[src/rtl/conv_arb_pkg.sv]
// Shared types for the conversion slot arbiter.
package conv_arb_pkg;

    // Interrupt re-trigger selector held per slot
    typedef enum logic [1:0] {
        IRQSEL_NONE = 2'd0,
        IRQSEL_A    = 2'd1,
        IRQSEL_B    = 2'd2,
        IRQSEL_RSVD = 2'd3
    } irq_sel_e;

endpackage

[src/rtl/slot_cfg_bank.sv]
// Per-slot configuration storage and request decode.
// Each slot stores its trigger select, channel, window code and interrupt
// selector. The bank produces one request bit per slot from the external
// triggers, the software force strobe and the two interrupts. It also reads
// back the channel and window of one selected slot.
// Assumes trigger and interrupt inputs are single-cycle pulses in clk domain.
module slot_cfg_bank
    import conv_arb_pkg::*;
#(
    parameter int NUM_SLOTS = 16,
    parameter int TSEL_W    = 3,
    parameter int CHAN_W    = 4,
    parameter int WIN_W     = 9,
    parameter int SLOT_W    = $clog2(NUM_SLOTS),
    parameter int NUM_TRIG  = (1 << TSEL_W) - 1
) (
    input  logic                 clk,
    input  logic                 rst_n,
    input  logic                 cfg_we,
    input  logic [SLOT_W-1:0]    cfg_slot,
    input  logic [TSEL_W-1:0]    cfg_trig,
    input  logic [CHAN_W-1:0]    cfg_chan,
    input  logic [WIN_W-1:0]     cfg_win,
    input  logic [1:0]           cfg_isel,
    input  logic                 force_we,
    input  logic [NUM_SLOTS-1:0] force_mask,
    input  logic [NUM_TRIG-1:0]  ext_trig,
    input  logic                 irq_a,
    input  logic                 irq_b,
    input  logic [SLOT_W-1:0]    rd_slot,
    output logic [NUM_SLOTS-1:0] set_vec,
    output logic [CHAN_W-1:0]    rd_chan,
    output logic [WIN_W-1:0]     rd_win
);

    logic [NUM_SLOTS-1:0][CHAN_W-1:0] chan_arr;
    logic [NUM_SLOTS-1:0][WIN_W-1:0]  win_arr;

    for (genvar s = 0; s < NUM_SLOTS; s++) begin : g_slot
        logic [TSEL_W-1:0] trig_q;
        logic [CHAN_W-1:0] chan_q;
        logic [WIN_W-1:0]  win_q;
        irq_sel_e          isel_q;
        logic              trig_hit;
        logic              irq_hit;

        // Hold this slot's configuration, loaded by an addressed write
        always_ff @(posedge clk) begin
            if (!rst_n) begin
                trig_q <= '0;
                chan_q <= '0;
                win_q  <= '0;
                isel_q <= IRQSEL_NONE;
            end else if (cfg_we && (cfg_slot == SLOT_W'(s))) begin
                trig_q <= cfg_trig;
                chan_q <= cfg_chan;
                win_q  <= cfg_win;
                isel_q <= irq_sel_e'(cfg_isel);
            end
        end

        // Decode the selected external trigger; zero means software only
        always_comb begin
            trig_hit = 1'b0;
            if (trig_q != '0) begin
                trig_hit = ext_trig[trig_q - TSEL_W'(1)];
            end
        end

        // Decode the selected interrupt; the reserved code never fires
        always_comb begin
            unique case (isel_q)
                IRQSEL_A: irq_hit = irq_a;
                IRQSEL_B: irq_hit = irq_b;
                default:  irq_hit = 1'b0;
            endcase
        end

        assign set_vec[s]  = trig_hit | irq_hit | (force_we & force_mask[s]);
        assign chan_arr[s] = chan_q;
        assign win_arr[s]  = win_q;
    end

    assign rd_chan = chan_arr[rd_slot];
    assign rd_win  = win_arr[rd_slot];

endmodule

[src/rtl/slot_pend.sv]
// Pending request register, one bit per slot.
// A new request ORs into the register, so a repeat for a slot that is
// already pending merges. A grant clears only the granted bit. A request
// that lands in the same cycle as that slot's grant re-arms it.
module slot_pend #(
    parameter int NUM_SLOTS = 16
) (
    input  logic                 clk,
    input  logic                 rst_n,
    input  logic [NUM_SLOTS-1:0] set_vec,
    input  logic [NUM_SLOTS-1:0] clr_vec,
    output logic [NUM_SLOTS-1:0] pend
);

    // Accumulate requests and drop the slot just granted
    always_ff @(posedge clk) begin
        if (!rst_n) begin
            pend <= '0;
        end else begin
            pend <= (pend & ~clr_vec) | set_vec;
        end
    end

endmodule

[src/rtl/slot_pick.sv]
// Combinational winner selection among pending slots.
// Slots numbered below the mode value form the fixed group, where the lowest
// index wins. The others form the rotating group, searched from the slot
// after rr_last and wrapping. Any fixed-group request beats the rotating group.
// Assumes mode values above NUM_SLOTS behave like NUM_SLOTS.
module slot_pick #(
    parameter int NUM_SLOTS = 16,
    parameter int SLOT_W    = $clog2(NUM_SLOTS),
    parameter int MODE_W    = $clog2(NUM_SLOTS + 1)
) (
    input  logic [NUM_SLOTS-1:0] pend,
    input  logic [MODE_W-1:0]    mode,
    input  logic [SLOT_W-1:0]    rr_last,
    output logic                 any,
    output logic [SLOT_W-1:0]    pick_slot,
    output logic                 pick_rr
);

    logic [NUM_SLOTS-1:0] fix_mask;
    logic [NUM_SLOTS-1:0] fix_pend;
    logic [NUM_SLOTS-1:0] rot_pend;
    logic                 fix_any;
    logic                 rot_any;
    logic [SLOT_W-1:0]    fix_idx;
    logic [SLOT_W-1:0]    rot_idx;

    // Mark the slots that belong to the fixed-priority group
    always_comb begin
        for (int i = 0; i < NUM_SLOTS; i++) begin
            fix_mask[i] = (i < int'(mode));
        end
    end

    assign fix_pend = pend & fix_mask;
    assign rot_pend = pend & ~fix_mask;

    // Lowest pending slot in the fixed group
    always_comb begin
        fix_any = 1'b0;
        fix_idx = '0;
        for (int i = NUM_SLOTS - 1; i >= 0; i--) begin
            if (fix_pend[i]) begin
                fix_any = 1'b1;
                fix_idx = SLOT_W'(i);
            end
        end
    end

    // First pending rotating slot after rr_last, with wrap-around
    always_comb begin
        rot_any = 1'b0;
        rot_idx = '0;
        for (int off = NUM_SLOTS; off >= 1; off--) begin
            int idx;
            idx = int'(rr_last) + off;
            if (idx >= NUM_SLOTS) begin
                idx = idx - NUM_SLOTS;
            end
            if (rot_pend[idx]) begin
                rot_any = 1'b1;
                rot_idx = SLOT_W'(idx);
            end
        end
    end

    // Fixed group wins outright over the rotating group
    always_comb begin
        any       = fix_any | rot_any;
        pick_rr   = !fix_any && rot_any;
        pick_slot = fix_any ? fix_idx : rot_idx;
    end

endmodule

[src/rtl/conv_issue.sv]
// Grant and converter hand-off sequencer.
// This block grants the picked slot when powered, idle and something is
// pending. On a grant it registers the slot's channel and window code, pulses
// start for one cycle and holds busy until the done pulse. It also keeps the
// last rotating-group slot granted, which is the round-robin pointer.
// Assumes conv_done is a single-cycle pulse.
module conv_issue #(
    parameter int NUM_SLOTS = 16,
    parameter int CHAN_W    = 4,
    parameter int WIN_W     = 9,
    parameter int SLOT_W    = $clog2(NUM_SLOTS)
) (
    input  logic                 clk,
    input  logic                 rst_n,
    input  logic                 pwr_en,
    input  logic                 conv_done,
    input  logic                 any,
    input  logic [SLOT_W-1:0]    pick_slot,
    input  logic                 pick_rr,
    input  logic [CHAN_W-1:0]    rd_chan,
    input  logic [WIN_W-1:0]     rd_win,
    output logic [NUM_SLOTS-1:0] clr_vec,
    output logic [SLOT_W-1:0]    rr_last,
    output logic                 busy,
    output logic                 conv_start,
    output logic [SLOT_W-1:0]    conv_slot,
    output logic [CHAN_W-1:0]    conv_chan,
    output logic [WIN_W-1:0]     conv_win
);

    logic grant;

    assign grant   = pwr_en && !busy && any;
    assign clr_vec = grant ? (NUM_SLOTS'(1) << pick_slot) : '0;

    // Issue a grant, track busy and move the round-robin pointer
    always_ff @(posedge clk) begin
        if (!rst_n) begin
            busy       <= 1'b0;
            conv_start <= 1'b0;
            conv_slot  <= '0;
            conv_chan  <= '0;
            conv_win   <= '0;
            rr_last    <= SLOT_W'(NUM_SLOTS - 1);
        end else begin
            conv_start <= grant;
            if (grant) begin
                busy      <= 1'b1;
                conv_slot <= pick_slot;
                conv_chan <= rd_chan;
                conv_win  <= rd_win;
                if (pick_rr) begin
                    rr_last <= pick_slot;
                end
            end else if (busy && conv_done) begin
                busy <= 1'b0;
            end
        end
    end

endmodule

[src/rtl/conv_slot_arbiter.sv]
// Top level of the conversion slot arbiter.
// It chains the configuration bank, the pending register, the picker and the
// issue sequencer. Requests take one edge to become pending and one more
// edge to be granted.
module conv_slot_arbiter #(
    parameter int NUM_SLOTS = 16,
    parameter int TSEL_W    = 3,
    parameter int CHAN_W    = 4,
    parameter int WIN_W     = 9,
    parameter int SLOT_W    = $clog2(NUM_SLOTS),
    parameter int MODE_W    = $clog2(NUM_SLOTS + 1),
    parameter int NUM_TRIG  = (1 << TSEL_W) - 1
) (
    input  logic                 clk,
    input  logic                 rst_n,
    input  logic                 pwr_en,
    input  logic [MODE_W-1:0]    prio_mode,
    input  logic                 cfg_we,
    input  logic [SLOT_W-1:0]    cfg_slot,
    input  logic [TSEL_W-1:0]    cfg_trig,
    input  logic [CHAN_W-1:0]    cfg_chan,
    input  logic [WIN_W-1:0]     cfg_win,
    input  logic [1:0]           cfg_isel,
    input  logic                 force_we,
    input  logic [NUM_SLOTS-1:0] force_mask,
    input  logic [NUM_TRIG-1:0]  ext_trig,
    input  logic                 irq_a,
    input  logic                 irq_b,
    input  logic                 conv_done,
    output logic                 conv_start,
    output logic [SLOT_W-1:0]    conv_slot,
    output logic [CHAN_W-1:0]    conv_chan,
    output logic [WIN_W-1:0]     conv_win,
    output logic                 busy
);

    logic [NUM_SLOTS-1:0] set_vec;
    logic [NUM_SLOTS-1:0] clr_vec;
    logic [NUM_SLOTS-1:0] pend;
    logic [SLOT_W-1:0]    rr_last;
    logic [SLOT_W-1:0]    pick_slot;
    logic                 pick_rr;
    logic                 any;
    logic [CHAN_W-1:0]    rd_chan;
    logic [WIN_W-1:0]     rd_win;

    slot_cfg_bank #(
        .NUM_SLOTS(NUM_SLOTS), .TSEL_W(TSEL_W), .CHAN_W(CHAN_W),
        .WIN_W(WIN_W), .SLOT_W(SLOT_W), .NUM_TRIG(NUM_TRIG)
    ) u_bank (
        .clk(clk), .rst_n(rst_n),
        .cfg_we(cfg_we), .cfg_slot(cfg_slot), .cfg_trig(cfg_trig),
        .cfg_chan(cfg_chan), .cfg_win(cfg_win), .cfg_isel(cfg_isel),
        .force_we(force_we), .force_mask(force_mask), .ext_trig(ext_trig),
        .irq_a(irq_a), .irq_b(irq_b), .rd_slot(pick_slot),
        .set_vec(set_vec), .rd_chan(rd_chan), .rd_win(rd_win)
    );

    slot_pend #(.NUM_SLOTS(NUM_SLOTS)) u_pend (
        .clk(clk), .rst_n(rst_n), .set_vec(set_vec),
        .clr_vec(clr_vec), .pend(pend)
    );

    slot_pick #(
        .NUM_SLOTS(NUM_SLOTS), .SLOT_W(SLOT_W), .MODE_W(MODE_W)
    ) u_pick (
        .pend(pend), .mode(prio_mode), .rr_last(rr_last),
        .any(any), .pick_slot(pick_slot), .pick_rr(pick_rr)
    );

    conv_issue #(
        .NUM_SLOTS(NUM_SLOTS), .CHAN_W(CHAN_W), .WIN_W(WIN_W), .SLOT_W(SLOT_W)
    ) u_issue (
        .clk(clk), .rst_n(rst_n), .pwr_en(pwr_en), .conv_done(conv_done),
        .any(any), .pick_slot(pick_slot), .pick_rr(pick_rr),
        .rd_chan(rd_chan), .rd_win(rd_win), .clr_vec(clr_vec),
        .rr_last(rr_last), .busy(busy), .conv_start(conv_start),
        .conv_slot(conv_slot), .conv_chan(conv_chan), .conv_win(conv_win)
    );

endmodule

[config.mk]
export PLATFORM = sky130hd
export DESIGN_NAME = conv_slot_arbiter
export DESIGN_NICKNAME = d
export VERILOG_FILES = /design/src/rtl/conv_arb_pkg.sv /design/src/rtl/slot_cfg_bank.sv /design/src/rtl/slot_pend.sv /design/src/rtl/slot_pick.sv /design/src/rtl/conv_issue.sv /design/src/rtl/conv_slot_arbiter.sv
export SDC_FILE = /design/constraint.sdc
export NUM_CORES = 1
export LEC_CHECK = 0
export BUFFER_PORTS_ARGS = -buffer_cell sky130_fd_sc_hd__buf_2
export CAP_MARGIN = 20
export CORE_MARGIN = 1.5
export CORE_UTILIZATION = 60
export DETAILED_ROUTE_END_ITERATION = 10
export GPL_TIMING_DRIVEN = 1
export PLACE_DENSITY = 0.78
export SLEW_MARGIN = 30
export SYNTH_ARGS = -nofsm -noshare
export SYNTH_HDL_FRONTEND = slang
export SYNTH_SLANG_ARGS = --single-unit
export TNS_END_PERCENT = 5
[constraint.sdc]
create_clock -name clk -period 8.56 [get_ports clk]
set_clock_uncertainty 0.2 [all_clocks]
set_input_delay 0 -clock clk [delete_from_list [all_inputs] [get_ports clk]]
set_output_delay 0 -clock clk [all_outputs]
set_load 0.005 [all_outputs]
== Word-level counts from Yosys, hierarchy flattened ==
Cells that the tools add are included.
Word-level totals
  output and inout port bits: 19
  register bits: 327
  logic and storage cells: 528
  input port bits: 58
Cells by class
  order comparisons: 65
  shift-type cells: 1
  bitwise gates (word level): 55
  reduce and logical (&&, ||, !) cells: 41
  $add $sub $neg: 48
  multiplexer cells: 200
  equality and inequality tests: 47
Operators with widths (number)
  $ge 32x6->1 const B: 16
  $lt 32x6->1 const B: 16
  $mux 32: 16
  $sub 32x6->32 const B: 16
  $mux 4: 34
  $mux 1: 98
  $bmux 1 s4: 16
  $lt 3x4->1 const B: 16
  $and 16x16->16: 3
  $bmux 1 s3: 16
  $reduce_bool 3->1: 16
  $sub 3x1->3 const B: 16
  $add 4x4->5 const B: 8
  $lt 4x5->1 const A: 8
  $bmux 9 s4: 1
  $or 1x1->1: 33
  $eq 2x1->1 const B: 16
  $eq 2x2->1 const B: 16
  $eq 4x4->1 const B: 8
  $not 16->16: 2
  $pmux 1 s2: 16
  $add 4x3->5 const B: 4
  $logic_and 1x1->1: 20
  $lt 3x5->1 const A: 4
  19 further kinds: 42

== Depth between registers and ports, before layout ==
  depth in word-level cells: 28
  depth in mapped cells: 22
  gate-level depth less buffers: 14

== Hierarchy ==
Synthesis repeated with hierarchy kept, for this count alone.
Unflattened totals
  cell total of the unflattened synthesis: 2435
  area, all modules: 19999.2 µm²
By module, submodules not included
  slot_cfg_bank: instances 1, cells an instance 1785, sequential area each 5765.5 µm², area each 15112.0 µm²
  slot_pick: instances 1, cells an instance 472, sequential area each 0.0 µm², area each 3149.3 µm²
  conv_issue: instances 1, cells an instance 128, sequential area each 460.4 µm², area each 1166.1 µm²
  slot_pend: instances 1, cells an instance 50, sequential area each 320.3 µm², area each 571.8 µm²

== Worst setup path after synthesis ==
No wires, ideal clock.
  path kind: reg-to-reg
  from: register u_issue.rr_last[0]
  to: register u_issue.conv_chan[0]
  buffers on the path: 7
  path slack: 3.861 ns
  stages on the path, launching flop included: 21
  data arrival time: 4.377 ns
  cells stage by stage: dfxtp_1 > inv_1 > clkbuf_1 > buf_2 > ha_1 > buf_2 > buf_2 > clkbuf_1 > nand2_1 > o211ai_1 > o31ai_2 > and2_1 > o221ai_1 > o211ai_1 > a211oi_2 > o31ai_2 > buf_2 > buf_4 > mux2i_1 > o221ai_1 > a311o_1
Between the ends
  word-level cells in the longest chain between the ends: 25
  elaborated cells between the ends (all ways): 149
  classes of those cells: 32 x add/sub; 16 x order compare; 99 x mux; 1 x bitwise; 1 x reduce/logical
Ends and longest elaborated chain
  start, declared: RTL line conv_issue.sv:23  | output logic [SLOT_W-1:0] rr_last,
  start signal, assigned: RTL line conv_issue.sv:44  | rr_last <= SLOT_W'(NUM_SLOTS - 1);
  start signal, assigned: RTL line conv_issue.sv:53  | rr_last <= pick_slot;
  $add 4x5->6: RTL line slot_pick.sv:55  | idx = int'(rr_last) + off;
  $sub 32x6->32 / $ge 32x6->1 (equally long branches): RTL line slot_pick.sv:57, slot_pick.sv:56
  $mux 32: RTL line slot_pick.sv:56  | if (idx >= NUM_SLOTS) begin
  $bmux 1 s4: RTL line slot_pick.sv:59  | if (rot_pend[idx]) begin
  $mux 1 (implied by the code) (2 in series): RTL line slot_pick.sv:59
  $mux 4 (16 in series): RTL line slot_pick.sv:59
  $mux 4: RTL line slot_pick.sv:70  | pick_slot = fix_any ? fix_idx : rot_idx;
  $bmux 4 s4: RTL line slot_cfg_bank.sv:84  | assign rd_chan = chan_arr[rd_slot];
  $mux 4 (implied by the code): RTL line slot_cfg_bank.sv:84
  end signal, assigned: RTL line conv_issue.sv:50  | conv_chan <= rd_chan;
  end, declared: RTL line conv_issue.sv:27  | output logic [CHAN_W-1:0] conv_chan,
Several ways; a longest one is shown, not always the timed one. The select of a mux whose other input is x is not followed.
A chain may end at the register's enable or synchronous reset.

== Worst setup path in the final report ==
  from: register u_issue.rr_last[1]
  to: register u_issue.conv_win[7]
Between the ends
  word-level cells in the longest chain between the ends: 25
  elaborated cells between the ends (all ways): 149
  classes of those cells: 32 x add/sub; 16 x order compare; 99 x mux; 1 x bitwise; 1 x reduce/logical
Ends and longest elaborated chain
  $add 4x5->6: RTL line slot_pick.sv:55
  $sub 32x6->32 / $ge 32x6->1 (equally long branches): RTL line slot_pick.sv:57, slot_pick.sv:56
  $mux 32: RTL line slot_pick.sv:56
  $bmux 1 s4: RTL line slot_pick.sv:59
  $mux 1 (implied by the code) (2 in series): RTL line slot_pick.sv:59
  $mux 4 (16 in series): RTL line slot_pick.sv:59
  $mux 4: RTL line slot_pick.sv:70
  $bmux 9 s4: RTL line slot_cfg_bank.sv:85  | assign rd_win = win_arr[rd_slot];
  $mux 9 (implied by the code): RTL line slot_cfg_bank.sv:85
  end signal, assigned: RTL line conv_issue.sv:51  | conv_win <= rd_win;
  end, declared: RTL line conv_issue.sv:28  | output logic [WIN_W-1:0] conv_win
Several ways; a longest one is shown, not always the timed one. The select of a mux whose other input is x is not followed.

==> flow_summary.ini <==
[cells_and_area]
nNetsFinal = 2779
drive_above_1_share = 0.09394
n_fill_cell = 2798
n_antenna_cell = 0
area_growth_pct = 10.81
final_util = 0.6714

[sta]
tightest_slew_ps = 1026
fin_crit_ps = 7173
min_period_over_period = 0.8380
setup_violations = 0
hold_viol_final = 0
rsz0062_at_grt = false
drv_slew = 0
max_freq_ghz = 0.1394
tns_ps = 0
relSlewSlack = 0.3151

[synthesis]
synth_edf_count = 0
synth_nets = 2790
synth_common_cells = nand2_1, a21oi_1, dfxtp_1
ys_ff_latch = 327
yosysTopAreaCell = dfxtp_1
yosysMostFrequentCell = nand2_1
syn_inst = 2661
yosysWarnings = 0
synth-async-reset-ratio = 0
avgSynthCellArea_um2 = 7.371
synth_area_leaders = dfxtp_1, nand2_1, a21oi_1
synth_seq_area_share = 0.3337
synth_cell_types = 94
ys.flop_type = dfxtp_1
synth_top_area_share = 0.3337
synthesis.area_um2 = 19620

[floorplan]
std_cell_rows = 66
die_w_um = 183.8
start_util = 0.6059
io_pins = 77
die_area_um2 = 33790
dieHeight_um = 183.8
core_um2 = 32370

[route]
drc_errors = 0
via_count = 20251
drt_iter0_markers = 2485
drtPass1Iterations = 7
avgRoutedWirePerCell_um = 21.39
routed_wl_um = 66610
ant_nets = 0
via_per_inst = 6.503

[clocking]
worstSkewPairLatency_ps = 540
root_buffer = clkbuf_16
clk_pin_slew_ps = 60
cts_tree = yes
numCtsBuffers = 36
cts_sinks = 327
ctsHtreeMaxLevel = 2
cts_buffer_depth = 3
cts_resized = 0

[placed_design]
gp_congestion = 1.004
hpwl_um = 44130
io_buffers = 76

[critical_path]
cp_max_fo = 44
endpoint_kind = flop
critPathKind = flop to flop
critPathTopFamily = compound AO/OA/AOI/OAI gates
slowest_stage = ha_1
startpoint_type = flop
cp_cell_sequence = buf_4, clkinv_1, ha_1, inv_2, or3_1, a32oi_1, o211ai_1, and2_1, o211ai_1, o2111a_2, buf_4, o22a_2, nand3_2, o221a_2, o311ai_1
path_buf_inv = 4
arrival_ps = 7410
critPathMaxStageDelay_ps = 1090
required_ps = 8800

[flow_run]
max-cap-violations = 0

[global_route]
grt_pass1_vias = 19127
grt-ovfl-total = 0
track_usage = 0.3882
antenna_found_initial = 1
grt_first_pass_wirelength_um = 103300
grt_max_degree = 119

[run_status]
status = finished, final reports clean

[pwr]
power_leakage_uw = 0.007255
worst_ir_drop_vdd_mv = 0.1696
p_per_area_nw_per_um2 = 184.3

[hold_path]
hold_path.class = input port to flop
[through the flow]
stage	instances	hold slack [ps]	worst slack [ps]	instance area (µm²)	total power [µW]
after floorplan	2661	-138.1	3861	19620	2217
after global placement	2993	74.68	1646	19910	2429
after detailed placement	2994	77.64	1423	19930	2439
after CTS	3113	59.07	1411	21680	3979
after global routing	3114	127.9	1085	21730	4125
final	3114	66.40	1387	21730	4007
[worst reg2reg max path, cell delays in order (launching register included)]
cell and delay (ps):
dfxtp_1 320, buf_4 360, clkinv_1 530, ha_1 1100
inv_2 290, or3_1 470, a32oi_1 290, o211ai_1 220
and2_1 270, o211ai_1 110, o2111a_2 560, buf_4 490
o22a_2 860, nand3_2 520, o221a_2 440, o311ai_1 60
[placed cells by master (no fill, tap or decap), types with 17 or more instances in the layout]
cell | Yosys | layout
inv_1 | 106 | 105
a31oi_1 | 36 | 36
mux4_2 | 17 | 17
o21ai_0 | 50 | 50
clkbuf_16 | 0 | 37
nand2_1 | 764 | 763
dfxtp_1 | 327 | 327
nor2_1 | 65 | 61
a32oi_1 | 20 | 20
ha_1 | 71 | 71
and3_1 | 37 | 37
o221ai_1 | 18 | 18
o31ai_1 | 29 | 29
mux2i_1 | 78 | 78
nor3_1 | 58 | 54
nand3_1 | 77 | 74
buf_4 | 8 | 28
a21oi_1 | 358 | 357
a22oi_1 | 19 | 19
dlygate4sd3_1 | 0 | 59
buf_2 | 51 | 76
nand4_1 | 20 | 20
o211ai_1 | 21 | 21
[layer usage]
metal,global-route usage,share of wire,wire length (µm)
met1,0.4810,0.38,25470
met2,0.6394,0.47,31140
met3,0.06438,0.092,6159
met4,0.2230,0.057,3826
met5,0,0.00014,9
[state kept, by name, summed over array words and instances (netlist names)]
name	cells
u_bank.g_slot.win_q	144
u_bank.g_slot.isel_q	32
u_bank.g_slot.chan_q	64
u_issue.busy	1
u_issue.conv_start	1
u_pend.pend	16
u_issue.conv_chan	4
u_issue.rr_last	4
u_issue.conv_win	9
u_bank.g_slot.trig_q	48
u_issue.conv_slot	4
[path summary, 6_finish.rpt]
path / start / endpoint / slack, ps / depth (start not counted)
worst max-delay path: u_issue.rr_last[1]$_SDFFE_PN1P_ / u_issue.conv_win[7]$_SDFFE_PN0P_ / 1390 / 15
worst min-delay path: conv_done / u_issue.busy$_SDFFE_PN0P_ / 70 / 4
worst max register to register: u_issue.rr_last[1]$_SDFFE_PN1P_ / u_issue.conv_win[7]$_SDFFE_PN0P_ / 1390 / 15
worst min register to register: u_bank.g_slot[1].chan_q[0]$_SDFFE_PN0P_ / u_bank.g_slot[1].chan_q[0]$_SDFFE_PN0P_ / 250 / 2
[logic make-up (layout without fill, tap and decap cells)]
logic type               after synthesis  in the layout  synth area share
adder cells (fa/ha/maj)               71             71           0.04529
flip-flops                           327            327            0.3337
XOR/XNOR                              15             15          0.007846
multiplexers                         111            111           0.06851
AO/OA/AOI/OAI                        718            718            0.2363
AND/OR/NAND/NOR                     1095           1095            0.2407
buffers and inverters                324            335           0.06755
[power by group]
part | switching, µW | internal, µW | total, µW
clock network | 657 | 886 | 1540
logic | 605 | 267 | 872
registers | 34.1 | 1560 | 1590
total | 1300 | 2710 | 4010
[area by class of cell]
class | count | area [µm²] | share of cell area
multi-input combinational | 2010 | 11830 | 0.5444
clock inverter | 9 | 106.4 | 0.004893
tap | 442 | 553.0 | 0.02544
inverter | 109 | 416.7 | 0.01917
sequential | 327 | 6546 | 0.3012
timing repair buffer | 166 | 1231 | 0.05665
clock buffer | 51 | 1049 | 0.04824
[repair_timing]
action                    4_1_cts  5_1_grt
buffers inserted                0        0
hold buffers                   59        0
hold endpoints to repair      311        0
Note: power is estimated with default switching activity, not from simulation.
